[src/rtl/wr_cycle_pkg.sv]
package wr_cycle_pkg;
  typedef enum logic [3:0] {
    ST_IDLE, ST_S0, ST_S1, ST_S2, ST_S3, ST_W0, ST_W1, ST_S4, ST_S5
  } wr_state_e;

  localparam logic [1:0] SZ_BYTE = 2'b01;
endpackage

[src/rtl/wr_ack_sync.sv]
module wr_ack_sync #(
  parameter int W = 2,
  parameter int STAGES = 2,
  parameter logic [W-1:0] RST_VAL = '1
) (
  input  logic         clk,
  input  logic         rst_n,
  input  logic [W-1:0] din,
  output logic [W-1:0] dout
);
  generate
    if (STAGES < 2) begin : g_single
      logic [W-1:0] one_q;
      always_ff @(posedge clk or negedge rst_n) begin
        if (!rst_n) one_q <= RST_VAL;
        else        one_q <= din;
      end
      assign dout = one_q;
    end else begin : g_chain
      logic [STAGES-1:0][W-1:0] chain_q;
      always_ff @(posedge clk or negedge rst_n) begin
        if (!rst_n) chain_q <= {STAGES{RST_VAL}};
        else        chain_q <= {chain_q[STAGES-2:0], din};
      end
      assign dout = chain_q[STAGES-1];
    end
  endgenerate
endmodule

[src/rtl/wr_lane_decode.sv]
module wr_lane_decode
  import wr_cycle_pkg::*;
(
  input  logic [1:0] siz,
  input  logic       a0,
  output logic       lane_hi,
  output logic       lane_lo
);
  logic is_byte;
  always_comb begin
    is_byte = (siz == SZ_BYTE);
    lane_hi = !is_byte || !a0;
    lane_lo = !is_byte ||  a0;
  end
endmodule

[src/rtl/wr_cycle_fsm.sv]
module wr_cycle_fsm
  import wr_cycle_pkg::*;
(
  input  logic      clk,
  input  logic      rst_n,
  input  logic      start,
  input  logic      ack_any,
  output wr_state_e state_q,
  output wr_state_e state_nx
);
  logic seen_q;

  always_comb begin
    state_nx = state_q;
    unique case (state_q)
      ST_IDLE: if (start) state_nx = ST_S0;
      ST_S0:   state_nx = ST_S1;
      ST_S1:   state_nx = ST_S2;
      ST_S2:   state_nx = ST_S3;
      ST_S3:   state_nx = seen_q ? ST_S4 : ST_W0;
      ST_W0:   state_nx = ST_W1;
      ST_W1:   state_nx = seen_q ? ST_S4 : ST_W0;
      ST_S4:   state_nx = ST_S5;
      ST_S5:   state_nx = ST_IDLE;
      default: state_nx = ST_IDLE;
    endcase
  end

  always_ff @(posedge clk or negedge rst_n) begin
    if (!rst_n) begin
      state_q <= ST_IDLE;
      seen_q  <= 1'b0;
    end else begin
      state_q <= state_nx;
      if (state_q == ST_S2 || state_q == ST_W0) seen_q <= ack_any;
      else if (state_q == ST_IDLE)              seen_q <= 1'b0;
    end
  end
endmodule

[src/rtl/wr_cycle_ctrl.sv]
module wr_cycle_ctrl
  import wr_cycle_pkg::*;
#(
  parameter int ADDR_W      = 32,
  parameter int FC_W        = 3,
  parameter int SYNC_STAGES = 2
) (
  input  logic              clk,
  input  logic              rst_n,
  input  logic              req_valid,
  output logic              req_ready,
  input  logic [ADDR_W-1:0] req_addr,
  input  logic [15:0]       req_data,
  input  logic [1:0]        req_siz,
  input  logic [FC_W-1:0]   req_fc,
  input  logic [1:0]        ack_n,
  output logic [ADDR_W-1:0] bus_addr,
  output logic [FC_W-1:0]   bus_fc,
  output logic [1:0]        bus_siz,
  output logic              bus_rw_n,
  output logic              bus_as_n,
  output logic              bus_ds_n,
  output logic              bus_uwe_n,
  output logic              bus_lwe_n,
  output logic [15:0]       bus_d,
  output logic              bus_d_oe,
  output logic              done
);
  localparam int ACK_W = 2;

  wr_state_e          state_q, state_nx;
  logic [ACK_W-1:0]   ack_sync_n;
  logic               ack_any, start;
  logic               lane_hi, lane_lo;
  logic               nx_busy, nx_as, nx_ds, nx_we, nx_oe;

  assign req_ready = (state_q == ST_IDLE);
  assign start     = req_valid && req_ready;
  assign ack_any   = !(&ack_sync_n);

  wr_ack_sync #(.W(ACK_W), .STAGES(SYNC_STAGES), .RST_VAL('1)) u_sync (
    .clk(clk), .rst_n(rst_n), .din(ack_n), .dout(ack_sync_n)
  );

  wr_cycle_fsm u_fsm (
    .clk(clk), .rst_n(rst_n), .start(start), .ack_any(ack_any),
    .state_q(state_q), .state_nx(state_nx)
  );

  wr_lane_decode u_lane (
    .siz(bus_siz), .a0(bus_addr[0]), .lane_hi(lane_hi), .lane_lo(lane_lo)
  );

  always_comb begin
    nx_busy = (state_nx != ST_IDLE);
    nx_as   = state_nx inside {ST_S1, ST_S2, ST_S3, ST_W0, ST_W1, ST_S4};
    nx_ds   = state_nx inside {ST_S3, ST_W0, ST_W1, ST_S4};
    nx_we   = nx_as || (state_nx == ST_S5);
    nx_oe   = state_nx inside {ST_S2, ST_S3, ST_W0, ST_W1, ST_S4, ST_S5};
  end

  always_ff @(posedge clk or negedge rst_n) begin
    if (!rst_n) begin
      bus_addr  <= '0;
      bus_fc    <= '0;
      bus_siz   <= '0;
      bus_d     <= '0;
      bus_rw_n  <= 1'b1;
      bus_as_n  <= 1'b1;
      bus_ds_n  <= 1'b1;
      bus_uwe_n <= 1'b1;
      bus_lwe_n <= 1'b1;
      bus_d_oe  <= 1'b0;
      done      <= 1'b0;
    end else begin
      if (start) begin
        bus_addr <= req_addr;
        bus_fc   <= req_fc;
        bus_siz  <= req_siz;
        bus_d    <= req_data;
      end
      bus_rw_n  <= !nx_busy;
      bus_as_n  <= !nx_as;
      bus_ds_n  <= !nx_ds;
      bus_uwe_n <= !(nx_we && lane_hi);
      bus_lwe_n <= !(nx_we && lane_lo);
      bus_d_oe  <= nx_oe;
      done      <= (state_q == ST_S5);
    end
  end
endmodule

[config.mk]
export PLATFORM = sky130hd
export DESIGN_NAME = wr_cycle_ctrl
export DESIGN_NICKNAME = d
export VERILOG_FILES = /design/src/rtl/wr_cycle_pkg.sv /design/src/rtl/wr_ack_sync.sv /design/src/rtl/wr_lane_decode.sv /design/src/rtl/wr_cycle_fsm.sv /design/src/rtl/wr_cycle_ctrl.sv
export SDC_FILE = /design/constraint.sdc
export NUM_CORES = 1
export LEC_CHECK = 0
export BUFFER_PORTS_ARGS = -buffer_cell sky130_fd_sc_hd__buf_2
export CAP_MARGIN = 10
export CELL_PAD_IN_SITES_DETAIL_PLACEMENT = 0
export CELL_PAD_IN_SITES_GLOBAL_PLACEMENT = 2
export CORE_MARGIN = 5
export CORE_UTILIZATION = 30
export CTS_BUF_LIST = sky130_fd_sc_hd__clkbuf_4 sky130_fd_sc_hd__clkbuf_8
export DETAILED_ROUTE_END_ITERATION = 7
export MAX_ROUTING_LAYER = met4
export PLACE_DENSITY_LB_ADDON = 0.1
export SYNTH_ARGS = -nofsm -noshare
export SYNTH_HDL_FRONTEND = slang
export SYNTH_SLANG_ARGS = --single-unit
[constraint.sdc]
create_clock -name clk -period 3.1 [get_ports clk]
set_input_delay 0 -clock clk [delete_from_list [all_inputs] [get_ports clk]]
set_output_delay 0 -clock clk [all_outputs]
set_load 0.02 [all_outputs]
# Word-level counts from Yosys, hierarchy flattened
# Index checks and enable logic that the tools add are counted.
# Widths: inputs -> output; s select.
[totals] register_bits=69 in_bits=58 output_inout_bits=61 elab_cells=59
[classes] eq_ne=16 n_mux=5 reduce_logical=23
[op_table] operator="$eq 4x3->1 const B" count=8
[op_table] operator="$pmux 4 s7" count=1
[op_table] operator="$eq 4x2->1 const B" count=4
[op_table] operator="$reduce_bool 6->1" count=2
[op_table] operator="$eq 4x4->1 const B" count=2
[op_table] operator="$logic_not 1->1" count=8
[op_table] operator="$reduce_bool 4->1" count=2
[op_table] operator="$eq 4x1->1 const B" count=1
[op_table] operator="$logic_not 4->1" count=1
[op_table] operator="$logic_or 1x1->1" count=4
[op_table] operator="$mux 4" count=1
[op_table] operator="$logic_and 1x1->1" count=3
[op_table] operator="$eq 2x1->1 const B" count=1
[op_table] operator="$mux 1" count=2
[op_table] operator="$mux 2" count=1
[op_table] operator="$reduce_and 2->1" count=1
[op_table] operator="$reduce_bool 2->1" count=1
[op_table] operator="$reduce_or 2->1" count=1

# Depth between registers and ports, before layout
# Gate-level depths: netlist of run 1.
[depth] word_depth=9 depth_mapped=5 ltp_nobuf=4

# Hierarchy
# From an unflattened synthesis of run 1, not the netlist that was laid out.
[hier_totals] cells_unflattened=161 area_unflattened_um2=2811.4
[by_module_without_submodules] module="wr_cycle_ctrl" n_inst=1 cells_each=132 area_per_inst_um2=2444.8 seq_area_each_um2=1507.7
[by_module_without_submodules] module="wr_cycle_fsm" n_inst=1 cells_each=21 area_per_inst_um2=230.2 seq_area_each_um2=125.1
[by_module_without_submodules] module="wr_ack_sync" n_inst=1 cells_each=6 area_per_inst_um2=120.1 seq_area_each_um2=105.1
[by_module_without_submodules] module="wr_lane_decode" n_inst=1 cells_each=2 area_per_inst_um2=16.3 seq_area_each_um2=0.0

# Worst setup path before layout of run 1
# No wires, ideal clock.
[synth_path] path_kind="register to register" start="register u_fsm.state_q[3]" end="register bus_addr[23]" setup_ps=125 t_arrival_ps=1569 t_required_ps=2975 setup_slack_ps=1406 stages_incl_launch_ff=6 path_buffers=2 synth_period_minus_slack_ps=1694 cell_sequence="dfrtp_1 -> buf_6 -> nor4_4 -> nand2_4 -> buf_6 -> mux2_4"
[synth_between] elab_chain_len=2
[synth_rtl] element="start, declared" line="wr_cycle_fsm.sv:8" text="output wr_state_e state_q,"
[synth_rtl] element="start signal, assigned" line="wr_cycle_fsm.sv:34" text="state_q <= state_nx;"
[synth_rtl] element="$logic_not 4->1" line="wr_cycle_ctrl.sv:37" text="assign req_ready = (state_q == ST_IDLE);"
[synth_rtl] element="net req_ready" line="wr_cycle_ctrl.sv:11" text="output logic req_ready,"
[synth_rtl] element="$logic_and 1x1->1" line="wr_cycle_ctrl.sv:38" text="assign start = req_valid && req_ready;"
[synth_rtl] element="end signal, assigned" line="wr_cycle_ctrl.sv:77" text="bus_addr <= req_addr;"
[synth_rtl] element="end, declared" line="wr_cycle_ctrl.sv:17" text="output logic [ADDR_W-1:0] bus_addr,"
# The timed path passes the listed nets, and every way through them passes these cells.
# A chain may end at the register's enable or synchronous reset.

# Worst setup path after layout of run 1
[layout_path] start="register u_fsm.state_q[2]" end="register bus_addr[28]"
[layout_between] elab_chain_len=2
[layout_rtl] element="$logic_not 4->1" line="wr_cycle_ctrl.sv:37"
[layout_rtl] element="$logic_and 1x1->1" line="wr_cycle_ctrl.sv:38"
# Every way passes these cells.

==> metrics, run 1 <==
initial core utilization between 30% and 40%; Fin. Hold Viols 0; RSZ-0062 raised after global routing false; r2r worst-path depth 3; switching pwr ~1.5 mW; CTS Root Cell clkbuf_8; register share of total power about two fifths; largest net degree at the start of global routing 54; Syn. warnings 0; Max-slew headroom between 40% and 50%; 1st-pass router iterations 4; first-pass GRT wire length around 11000 um; top post-synthesis cells by area dfrtp_1 (56%), mux2_2 (19%), dfstp_2 (8.9%); PnR Total Power slightly above 4 mW; final instance area slightly above 4000 um2; CP arrival approximately 2.2 ns; Final #Nets 400; Final period util roughly 64%; register bit total from synthesis 69; synth unique cells 26; worst path cell trace nor4_4 > nand2_4 > mux2_4; logic gate share of total power approximately 44%; Post-synth top cells dfrtp_1 (60), mux2_2 (45), dfstp_2 (9), mux2_4 (9), buf_6 (6); Worst-path clk slew about 0.070 ns; Final ANT Viol Nets 0; core box area between 8000 and 9000 um2; P_leak about 2.0 nW; clk_lat worst skew between 0.3 and 0.4 ns; peak supply drop ~0.46 mV; CP delay by family, top simple AND/OR/NAND/NOR gates; Mapped Nets ~220; FF-to-FF setup slack 1.12 ns; clock group share of total power between 15 and 20%; critical path's slowest cell dfrtp_1; Net Sw Frac about 38%; CTS resizes 0; clk sinks 69; leading area contributor after synthesis dfrtp_1; Layout Area Growth over Synthesis 52.18%; MaxCap Viol Count 0; row count 34; drt via density roughly 4.3; syn_area_per_cell roughly 16 um2; initial antenna violation count 0; H-tree levels 3; worst-margin pin slew a little under 0.8 ns; drt total wl around 6400 um; count leader, synth dfrtp_1; Max Buffers Root-to-Sink 2; dominant synthesized flop cell dfrtp_1; Fmax about 500 MHz; CTS Buf Count 9; CP endpoint kind register; Internal Power between 2 and 3 mW; hold crit path type in2reg; count of input and output buffers ~120; EDFF count, synth 0; DRT iter0 DRCs 48; Hold WS roughly 0.05 ns; Seq/Total Area, Yosys between 60% and 70%; Chip Height around 100 um; status finished clean; Data required, critical path 3.31 ns; die area 10870 um2; CTS tree built; asr flop ratio synth 100.0%; crit path max fanout 53; hold buffers post-CTS 56; critical path type reg2reg; vias in the first global route between 2000 and 2500; endpoints failing setup 0; Worst Path Buf+Inv 0; Tot GR Track Use about an eighth; gr ovfl total 0; Worst path depth 3; number of diodes 0; post-synth top area share approximately 56%; Avg WL per Cell between 10 and 15 um; Critical R2R Launch u_fsm.state_q[2]$_DFF_PN0_; Post-Syn Area roughly 2700 um2; Pwr Density 996.4 nW/um2; capture point of the worst path bus_addr[28]$_DFFE_PN0P_; Vias between 1500 and 2000; CP startpoint u_fsm.state_q[2]$_DFF_PN0_; Reg-to-Reg End bus_addr[28]$_DFFE_PN0P_; startpoint types register; clk_skew 0.01138 ns; share of layout cells above drive strength 1 58.50%; IO Pins around 120; min Tclk post-route slightly below 2 ns; Crit path largest cell delay ~0.5 ns; setup_tns 0 ns; DRC 0; Area after DPL ~3300 um2; Setup Fix Bufs, Post-CTS 0; Post-Synthesis Cells ~170; routability cong. 0.6836; Die X about 100 um; dpl hpwl ~4200 um; Pins Over Slew Limit 0
flip-flops by register name (all words and copies together), names as in the netlist, 2 cells and up:
signal	flops
u_fsm.state_q	4
bus_siz	2
u_sync.g_chain.chain_q	2
bus_d	16
bus_addr	32
u_sync.dout	2
bus_fc	3
kinds of logic after synthesis:
| group | after synthesis | synth area share, % |
|---|---|---|
| xor gates and xnor gates | 1 | 0.3285 |
| buffers and inverters | 14 | 3.848 |
| muxes | 54 | 24.07 |
| and+or+nand+nor | 18 | 4.270 |
| AOI/OAI and AO/OA | 9 | 2.299 |
| DFF | 69 | 65.18 |
how the worst min path moves through the flow:
stage / startpoint / to / slack [ns] / cells past startpoint
2_1_floorplan: rst_n / bus_addr[0]$_DFFE_PN0P_ / -0.30 / 0
3_3_place_gp: rst_n / bus_addr[27]$_DFFE_PN0P_ / 0.008 / 1
3_5_place_dp: rst_n / bus_addr[27]$_DFFE_PN0P_ / 0.009 / 1
4_1_cts: req_valid / u_fsm.state_q[0]$_DFF_PN0_ / 0.03 / 3
5_1_grt: req_valid / u_fsm.state_q[0]$_DFF_PN0_ / 0.04 / 3
6_report: req_valid / u_fsm.state_q[0]$_DFF_PN0_ / 0.05 / 3
cell usage in the layout, fill, tap and decap left out, types with 2 or more instances in the layout:
cell type / n
o21a_1: 2
clkbuf_4: 4
dlygate4sd3_1: 56
nor2_1: 5
buf_2: 118
mux2_4: 9
clkinv_2: 2
dfrtp_1: 60
mux2_2: 45
nor3_1: 5
nand3b_1: 2
clkbuf_8: 10
buf_4: 2
o21ai_0: 2
dfstp_2: 9
inv_1: 4
power groups by stage:
| stage | combinational (mW) | sequential [mW] | clock (mW) |
|---|---|---|---|
| 2_1_floorplan | 0.782 | 2.04 | 0 |
| 3_3_place_gp | 1.75 | 1.61 | 0 |
| 3_5_place_dp | 1.76 | 1.61 | 0 |
| 4_1_cts | 1.82 | 1.60 | 0.689 |
| 5_1_grt | 1.92 | 1.67 | 0.733 |
| 6_report | 1.78 | 1.60 | 0.660 |
per-layer routing:
layer | GRT usage, % | part of all wire (%) | up-vias
li1 | - | - | 919
met1 | 14.21 | 41 | 949
met2 | 21.54 | 52 | 69
met3 | 4.035 | 6.1 | 7
met4 | 4.070 | 0.79 | 0
met5 | - | 0 | -
through the flow:
stage | utilization [%] | instances | setup WS (ns)
6_report | 46.76 | 455 | 1.119
3_3_place_gp | 38.25 | 383 | 1.124
5_1_grt | 46.76 | 455 | 0.9785
3_5_place_dp | 38.25 | 383 | 1.104
4_1_cts | 46.76 | 455 | 1.091
2_1_floorplan | - | 165 | 1.406
tightest hold or removal path: cells and delay by family:
family | cells | cell delay, ns
buffers and inverters | 1 | 0.12
and+or+nand+nor | 2 | 0.21
area by class of cell:
type	instances	area, um2
fill	844	4621
timing repair buffer	176	1166
clock buffer	14	167.7
inverter	4	15.01
sequential	69	1738
tap	108	135.1
clock inverter	2	10.01
multi-input combinational	82	825.8
Power figures use the tool's default switching activity.
==> run 2, diff against run 1 <==
--- a/config.mk
+++ b/config.mk
@@ -5,12 +5,13 @@
 export SDC_FILE = /design/constraint.sdc
 export NUM_CORES = 1
 export LEC_CHECK = 0
+export ABC_AREA = 1
 export BUFFER_PORTS_ARGS = -buffer_cell sky130_fd_sc_hd__buf_2
 export CAP_MARGIN = 10
 export CELL_PAD_IN_SITES_DETAIL_PLACEMENT = 0
 export CELL_PAD_IN_SITES_GLOBAL_PLACEMENT = 2
 export CORE_MARGIN = 5
-export CORE_UTILIZATION = 30
+export CORE_UTILIZATION = 28
 export CTS_BUF_LIST = sky130_fd_sc_hd__clkbuf_4 sky130_fd_sc_hd__clkbuf_8
 export DETAILED_ROUTE_END_ITERATION = 7
 export MAX_ROUTING_LAYER = met4
==> constraint.sdc (replaced) <==
create_clock -name clk -period 1.9 [get_ports clk]
set_input_delay 0 -clock clk [delete_from_list [all_inputs] [get_ports clk]]
set_output_delay 0 -clock clk [all_outputs]
set_load 0.02 [all_outputs]
==> metrics, run 2 <==
status finished clean (unchanged); P_leak 2.311 nW (was 1.997 nW); final instance area 4225 um2 (was 4058 um2); DRT iter0 DRCs 152 (was 48); Mapped Nets 353 (was 223); crit path max fanout 53 (unchanged); CP arrival 1.61 ns (was 2.20 ns); Fmax 622.8 MHz; critical path type reg2out (was reg2reg); Area after DPL 3455 um2 (was 3319 um2); Post-synth top cells nand2_1 (123), dfrtp_1 (60), nand3_1 (56), dfstp_2 (9), inv_1 (9) (was dfrtp_1 (60), mux2_2 (45), dfstp_2 (9), mux2_4 (9), buf_6 (6)); number of flip-flops in the largest register 32 (unchanged); Max-slew headroom 68.62% (was 47.70%); dpl ws 0.5464 ns (was 1.104 ns); setup_tns 0 ns (unchanged); Data required, critical path 1.90 ns (was 3.31 ns); leading area contributor after synthesis dfrtp_1 (unchanged); Crit path largest cell delay 0.43 ns (was 0.51 ns); Critical R2R Launch u_fsm.state_q[2]$_DFF_PN0_ (unchanged); Final #Nets 524 (was 400); register bit total from synthesis 69 (unchanged); first-pass GRT wire length 12620 um (was 10870 um); clk_lat worst skew 0.34 ns (was 0.33 ns); CTS Root Cell clkbuf_8 (unchanged); Vias 2543 (was 1944); worst path cell trace nor2_4 > nand2_1 > inv_2 > buf_12 > buf_2 (was nor4_4 > nand2_4 > mux2_4); min Tclk post-route around 1.6 ns; top post-synthesis cells by area dfrtp_1 (54%), nand2_1 (17%), nand3_1 (10%) (was dfrtp_1 (56%), mux2_2 (19%), dfstp_2 (8.9%)); r2r worst-path depth 5 (was 3); drt total wl 8045 um (was 6420 um); synth unique cells 19 (was 26); DRC 0 (unchanged); post-synth top area share 54.42% (was 56.31%); hold depth 3 (unchanged); Final period util approximately 85%; count of input and output buffers 118 (unchanged); asr flop ratio synth 100.0% (unchanged); 1st-pass router iterations 4 (unchanged); Top Registers bus_addr: 32 flops, bus_d: 16 flops, u_fsm.state_q: 4 flops (unchanged); dpl hpwl 5060 um (was 4249 um); fin cells 604 (was 455); gr ovfl total 0 (unchanged); row count 36 (was 34); CTS Buf Count 9 (unchanged); Post-Syn Area 2759 um2 (was 2666 um2); Max Buffers Root-to-Sink 2 (unchanged); routability cong. 0.7869 (was 0.6836); peak supply drop 0.6532 mV (was 0.4591 mV); dominant synthesized flop cell dfrtp_1 (unchanged); clk sinks 69 (unchanged); Die X 109.3 um (was 104.3 um); Syn. warnings 0 (unchanged); Final ANT Viol Nets 0 (unchanged); RSZ-0062 raised after global routing false (unchanged); Setup Fix Bufs, Post-CTS 0 (unchanged); Reg-to-Reg End bus_siz[1]$_DFFE_PN0P_ (was bus_addr[28]$_DFFE_PN0P_); Fin. Hold Viols 0 (unchanged); fill count 998 (was 844); leading cell types in the layout, fill and taps excluded nand2_1 (123), buf_2 (117), dfrtp_1 (60) (was buf_2 (118), dfrtp_1 (60), dlygate4sd3_1 (56)); IO Pins 119 (unchanged); Post-Synthesis Cells 295 (was 165); Pins Over Slew Limit 0 (unchanged); FF-to-FF setup slack 0.53 ns (was 1.12 ns); largest net degree at the start of global routing 54 (unchanged); hold buffers post-CTS 56 (unchanged); EDFF count, synth 0 (unchanged); number of diodes 0 (unchanged); CP startpoint u_fsm.state_q[2]$_DFF_PN0_ (unchanged); critical path's slowest cell dfrtp_1 (unchanged); worst-margin pin slew 0.4707 ns (was 0.7845 ns); Seq/Total Area, Yosys 62.99% (was 65.18%); syn_area_per_cell 9.352 um2 (was 16.16 um2); Chip Height 109.3 um (was 104.3 um); CTS tree built (unchanged); hold crit path type in2reg (unchanged); PnR Total Power 6.781 mW (was 4.043 mW); Layout Area Growth over Synthesis 53.15% (was 52.18%); Tot GR Track Use 14.23% (was 12.71%); Hold WS 0.08627 ns (was 0.05014 ns); post-route setup slack 0.2944 ns (was 1.119 ns); core box area 9684 um2 (was 8678 um2); count leader, synth nand2_1 (was dfrtp_1); clk_skew 0.01064 ns (was 0.01138 ns); H-tree levels 3 (unchanged); CP endpoint kind primary output (was register); die area 11940 um2 (was 10870 um2); drt via density 4.210 (was 4.273); initial core utilization 28.49% (was 30.72%); MaxCap Viol Count 0 (unchanged); Worst-path clk slew 0.08 ns (was 0.07 ns); initial antenna violation count 0 (unchanged); final cell utilization of the core 43.63% (was 46.76%); Avg WL per Cell 13.32 um (was 14.11 um); vias in the first global route 2552 (was 2180); endpoints failing setup 0 (unchanged); Most flops, register bus_addr (unchanged); capture point of the worst path req_ready (was bus_addr[28]$_DFFE_PN0P_); CTS resizes 0 (unchanged); startpoint types register (unchanged); Placed Instances 532 (was 383); Pwr Density 1605 nW/um2 (was 996.4 nW/um2); commonest non-fill, non-tap cell in the layout nand2_1 (was buf_2); share of layout cells above drive strength 1 32.91% (was 58.50%)
==> run 2: cell count changes in the layout (fill, tap and decap cells not counted), sizes merged, moves of 3 or more <==
cell,change
nand2,+121
nand3,+58
mux2,-54
inv,+8
nor3,-5
clkbuf,-3
nor2,+3
==> run 2: power breakdown <==
| group | switching (mW) | internal (mW) |
|---|---|---|
| combinational | 2.01 | 1.04 |
| sequential | 0.340 | 2.15 |
| clock | 0.571 | 0.678 |
==> run 2: critical path, delay by kind of cell, from the launching register on <==
kind | cells | cell delay (ns)
buffers and inverters | 3 | 0.53
flip-flops | 1 | 0.43
AND/OR/NAND/NOR | 2 | 0.30
==> run 2: cell type report <==
type / count / area (um2) / area share (%)
sequential: 69 / 1738 / 41.13
timing repair buffer: 178 / 1221 / 28.90
tap: 133 / 166.4 / 3.938
clock buffer: 11 / 151.4 / 3.583
multi-input combinational: 196 / 844.6 / 19.99
inverter: 12 / 45.04 / 1.066
clock inverter: 5 / 58.81 / 1.392
==> run 2: metal layers <==
metal	share of wire [%]	up-vias	track usage, %
li1	-	1281	-
met1	47	1169	18.81
met2	44	89	21.49
met3	7.7	4	3.789
met4	0.71	0	4.274
met5	0	-	-
==> run 2: worst min-delay path by stage <==
stage | startpoint | endpoint | slack, ns
2_1_floorplan | rst_n | bus_addr[0]$_DFFE_PN0P_ | -0.30
3_3_place_gp | rst_n | bus_addr[3]$_DFFE_PN0P_ | -0.009
3_5_place_dp | rst_n | bus_addr[3]$_DFFE_PN0P_ | -0.007
4_1_cts | req_valid | bus_addr[22]$_DFFE_PN0P_ | 0.07
5_1_grt | req_valid | bus_d[0]$_DFFE_PN0P_ | 0.1
6_report | req_valid | bus_addr[16]$_DFFE_PN0P_ | 0.09
==> run 2: cells by family (layout without fill, tap and decap cells) <==
family	Yosys count	count (layout)	synth area share, %
compound gates	4	4	0.7710
buf+inv	30	206	6.394
flops	69	69	62.99
simple gates	192	192	29.84
